===== src/rtl/trap_ctx_unit.sv =====
`timescale 1ns/1ps
module trap_ctx_unit #(
  parameter int XLEN      = 32,
  parameter int FLAG_W    = 32,
  parameter int OP_W      = 8,
  parameter int VEC_AW    = 8,
  parameter int SCALL_VEC = 6,
  parameter int USER_BIT  = 16,
  parameter int IE_BIT    = 17
) (
  input  logic              clk,
  input  logic              rst_n,
  input  logic              op_valid,
  input  logic [OP_W-1:0]   opcode,
  input  logic [XLEN-1:0]   imm,
  input  logic [XLEN-1:0]   cur_ip,
  input  logic [XLEN-1:0]   cur_sp,
  input  logic [FLAG_W-1:0] cur_flags,
  output logic              vec_rd,
  output logic [VEC_AW-1:0] vec_addr,
  input  logic [XLEN-1:0]   vec_data,
  output logic [XLEN-1:0]   nxt_ip,
  output logic              ip_load,
  output logic [XLEN-1:0]   nxt_sp,
  output logic              sp_load,
  output logic [FLAG_W-1:0] nxt_flags,
  output logic              flags_load,
  output logic              busy,
  output logic              priv_fault
);
  localparam logic [OP_W-1:0]   OP_CALL  = OP_W'(160);
  localparam logic [OP_W-1:0]   OP_RET   = OP_W'(161);
  localparam logic [OP_W-1:0]   OP_SCALL = OP_W'(162);
  localparam logic [OP_W-1:0]   OP_INT   = OP_W'(192);
  localparam logic [OP_W-1:0]   OP_IRET  = OP_W'(193);
  localparam logic [FLAG_W-1:0] CLR_MASK = (FLAG_W'(1) << USER_BIT) | (FLAG_W'(1) << IE_BIT);

  logic [XLEN-1:0]   ctx_ip, ctx_sp;
  logic [FLAG_W-1:0] ctx_flags;
  logic              wait_q;

  logic unused_imm;
  assign unused_imm = ^imm[XLEN-1:VEC_AW];

  wire go       = op_valid && !wait_q;
  wire user     = cur_flags[USER_BIT];
  wire is_call  = go && opcode == OP_CALL;
  wire is_ret   = go && opcode == OP_RET;
  wire is_scall = go && opcode == OP_SCALL;
  wire is_int   = go && opcode == OP_INT;
  wire is_iret  = go && opcode == OP_IRET;
  wire trap     = is_scall || (is_int && !user);
  wire iret_ok  = is_iret && !user;

  always_ff @(posedge clk) begin
    if (!rst_n) begin
      ctx_ip    <= '0;
      ctx_sp    <= '0;
      ctx_flags <= '0;
      wait_q    <= 1'b0;
    end else begin
      wait_q <= trap;
      if (trap) begin
        ctx_ip    <= cur_ip;
        ctx_sp    <= cur_sp;
        ctx_flags <= cur_flags;
      end else if (is_call) begin
        ctx_ip <= cur_ip;
      end
    end
  end

  assign priv_fault = (is_int || is_iret) && user;
  assign vec_rd     = trap;
  assign vec_addr   = is_scall ? VEC_AW'(SCALL_VEC) : imm[VEC_AW-1:0];
  assign ip_load    = wait_q || is_ret || iret_ok;
  assign nxt_ip     = wait_q ? vec_data : ctx_ip;
  assign sp_load    = iret_ok;
  assign nxt_sp     = ctx_sp;
  assign flags_load = trap || iret_ok;
  assign nxt_flags  = trap ? (cur_flags & ~CLR_MASK) : ctx_flags;
  assign busy       = wait_q;

  a_r8_fault_quiet: assert property (@(posedge clk) disable iff (!rst_n)
    priv_fault |-> !(ip_load || sp_load || flags_load || vec_rd));

  a_r8_ctx_kept: assert property (@(posedge clk) disable iff (!rst_n)
    priv_fault |=> (ctx_ip == $past(ctx_ip)) && (ctx_sp == $past(ctx_sp)) && (ctx_flags == $past(ctx_flags)));

  a_r6_vector_next: assert property (@(posedge clk) disable iff (!rst_n)
    vec_rd |=> busy && ip_load);

  a_r6_single_wait: assert property (@(posedge clk) disable iff (!rst_n)
    busy |=> !busy);

  a_r4_mode_switch: assert property (@(posedge clk) disable iff (!rst_n)
    vec_rd |-> flags_load && !nxt_flags[USER_BIT] && !nxt_flags[IE_BIT] && !sp_load);

  a_r10_idle_quiet: assert property (@(posedge clk) disable iff (!rst_n)
    (!op_valid && !busy) |-> !(ip_load || sp_load || flags_load || vec_rd || priv_fault));
endmodule


===== config.mk =====
export PLATFORM = sky130hd
export DESIGN_NAME = trap_ctx_unit
export DESIGN_NICKNAME = d
export VERILOG_FILES = /design/src/rtl/trap_ctx_unit.sv
export SDC_FILE = /design/constraint.sdc
export NUM_CORES = 1
export LEC_CHECK = 0
export ABC_CLOCK_PERIOD_IN_PS = 2550
export BUFFER_PORTS_ARGS = -buffer_cell sky130_fd_sc_hd__buf_2
export CORE_ASPECT_RATIO = 1.4
export CORE_MARGIN = 2
export CORE_UTILIZATION = 40
export DETAILED_ROUTE_END_ITERATION = 8
export PLACE_DENSITY = 0.77
export REMOVE_ABC_BUFFERS = 1
export SYNTH_ARGS = -nofsm -noshare
export SYNTH_HDL_FRONTEND = slang
export SYNTH_SLANG_ARGS = --single-unit

===== constraint.sdc =====
create_clock -name clk -period 2.55 [get_ports clk]
set_input_delay 0.51 -clock clk [delete_from_list [all_inputs] [get_ports clk]]
set_output_delay 0.51 -clock clk [all_outputs]
set_load 0.05 [all_outputs]

==> results.json <==
{
  "n_antenna_cell": 0,
  "synth_fa_ha_area_share_pct": 0,
  "finalHoldViolCount": 0,
  "fin_crit_sh_pct": 116,
  "fin_hold_ws_ps": 414,
  "htree_num_levels": 3,
  "start_util_pct": 40.9,
  "layout-drive-gt1-share_pct": 50.2,
  "synth_most_common_cell": "nand2_1",
  "multiInputGateArea_sq_um": 2810,
  "yosys-top-cells-count": "nand2_1, dfxtp_1, mux2i_1",
  "switching_share_pct": 24.3,
  "netSwitchingPower_uw": 761,
  "clockRootBuffer": "clkbuf_16",
  "cts_tree": "built",
  "cpMaxStageDelayCell": "or4b_4",
  "synthMuxAreaShare_pct": 34.3,
  "ir_worst_vdd_mv": 0.284,
  "yosys_warnings": 0,
  "crit_chain": "or4b_4 > a2111oi_4 > buf_6 > buf_12 > buf_16 > mux2_4 > buf_8",
  "maxCapViolations": 0,
  "hold_class": "in2reg",
  "cts_buffer_depth": 2,
  "layout_setup_ws_ps": -412,
  "ys_top_cells_by_area": "dfxtp_1, mux2i_1, nand2_1",
  "synth-simple-area-share_pct": 18.2,
  "synth-compound-area-share_pct": 1.72,
  "yosysTopAreaCellShare_pct": 40.4,
  "syn_to_final_growth_pct": 51.6,
  "grt_util_all_layers_pct": 19.8,
  "overflow": 0,
  "antenna_found_initial": 0,
  "drt_pass1_iterations": 4,
  "max_freq_mhz": 338,
  "clk_latency_ps": 340,
  "finClkSkew_ps": 4.43,
  "worstSetupPathType": "reg2out",
  "cp_data_arrival_time_ps": 2450,
  "seq_area_sq_um": 1940,
  "max_stage_delay_ps": 560,
  "synth_xor_area_share_pct": 0,
  "cp_max_fo": 6,
  "ys_seq_elements": 97,
  "ys_types": 27,
  "yosysTopAreaCell": "dfxtp_1",
  "relSlewSlack_pct": 70.7,
  "worst_pin_slew_ps": 440,
  "port_buffers": 256,
  "synth-async-reset-ratio_pct": 0,
  "cp-end-kind": "output port",
  "vias_per_cell": 4.87,
  "p_leak_nw": 3.35,
  "num_rows": 47,
  "nNetsFinal": 957,
  "cp-start-kind": "flip-flop",
  "crit_buf_inv": 4,
  "synth-edff-count": 0,
  "grt_setup_unrepaired": "yes",
  "clock-sinks": 97,
  "die_x_um": 96.7,
  "avgSynthCellArea_sq_um": 9.32,
  "wl_met3_um": 877,
  "intPower_mw": 2.37,
  "coreArea_sq_um": 11800,
  "die_area_sq_um": 12900,
  "outcome": "finished, violations left",
  "dominantRegCellSynth": "dfxtp_1",
  "wl_met1_um": 5180,
  "powerDensity_nw_per_um2": 429,
  "wire_per_inst_um": 14.9,
  "pwr-share-clk_pct": 40.8,
  "cpLargestDelayFamily": "buffers and inverters",
  "fillers": 990,
  "synth.cell_area_sq_um": 4810,
  "seqPwrFrac_pct": 48.5,
  "synth_top_family_by_area": "multiplexers",
  "tns_ps": -13890,
  "first_global_vias": 4304,
  "p_comb_share_pct": 10.7,
  "routed_wl_um": 14000,
  "first_iter_violations": 119,
  "netlist_instances": 516,
  "place.gp.congestion": 0.793,
  "die_y_um": 134,
  "setup_viol": 45,
  "drc": 0,
  "violations": "setup timing",
  "vias": 4572,
  "ant_nets": 0,
  "clk_pin_slew_ps": 60,
  "io_pins": 281,
  "min_period_ps": 2960,
  "numCtsBuffers": 9,
  "hpwl_um": 9180,
  "required_ps": 2040,
  "grt_pass1_wl_um": 20800,
  "drv_slew": 0,
  "top_layer_used": "met4",
  "wl_met2_um": 7530,
  "grt_max_degree": 103,
  "yosysSeqAreaShare_pct": 40.4
}
[routing by layer]
metal,track usage (%),vias up
li1,-,2252
met2,37.6,203
met5,0,-
met4,6.89,0
met1,20.9,2090
met3,4.98,27
[through the flow]
stage	worst slack [ps]	utilization [%]	power, mW	std cells	area, sq um
finish	-412	62.0	3.13	938	7290
global route	-462	62.0	3.26	938	7290
CTS	-384	60.7	3.15	934	7140
detailed placement	-478	53.1	1.85	901	6240
global placement	-460	53.1	1.85	901	6240
floorplan	-5450	-	1.66	476	4560
[power groups by stage]
stage | Combinational, mW | Clock [mW] | Sequential, mW
2_1_floorplan | 0.100 | 0 | 1.56
3_3_place_gp | 0.292 | 0 | 1.55
3_5_place_dp | 0.296 | 0 | 1.55
4_1_cts | 0.322 | 1.31 | 1.52
5_1_grt | 0.362 | 1.38 | 1.52
6_report | 0.336 | 1.28 | 1.52
[cell type report]
cell class                 count  share of cell area, %
clock buffer                  11                   3.33
tap                          147                   2.52
sequential                    97                   26.6
timing repair buffer         298                   28.4
inverter                       2                  0.103
clock inverter                 5                  0.532
multi-input combinational    378                   38.5
[cell usage in the layout (no fill, tap or decap), types with 2 or more instances in the layout]
cell type	n
buf_2	209
nand2_1	192
dfxtp_1	96
mux2i_1	95
mux2_2	40
buf_6	37
buf_4	30
mux2_4	22
buf_8	15
clkbuf_16	9
and2_4	6
buf_12	5
nand2b_1	3
or4b_4	2
a2111oi_4	2
or3_4	2
nand2b_4	2
inv_1	2
inv_6	2
buf_16	2
[tightest hold or removal path, stage by stage]
cell	delay [ps]
buf_2	90
nand2_1	40
mux2i_1	50
[final timing paths]
path	startpoint	to	slack [ps]	depth (start not counted)
setup / recovery	busy	nxt_flags[6]	-410	7
hold / removal	cur_ip[27]	ctx_ip[27]	410	3
setup reg to reg	busy	nxt_sp[11]	80	11
hold reg to reg	nxt_sp[21]	nxt_sp[21]	450	2
[logic make-up after synthesis]
family | count (synthesis)
buffers and inverters | 42
AO/OA/AOI/OAI | 6
multiplexers | 157
AND/OR/NAND/NOR | 214
flip-flops | 97
[sequential cells by signal (all words and copies together), names as in the netlist]
signal	count
ctx_flags	32
ctx_ip	32
nxt_sp	32
busy	1
[what timing repair did]
item,CTS,global route
setup buffers,15,8
hold buffers,0,0
pin swaps,5,10
gates resized for setup,129,37
cloned,3,0
setup endpoints to repair,45,59
Power figures use the tool's default switching activity.
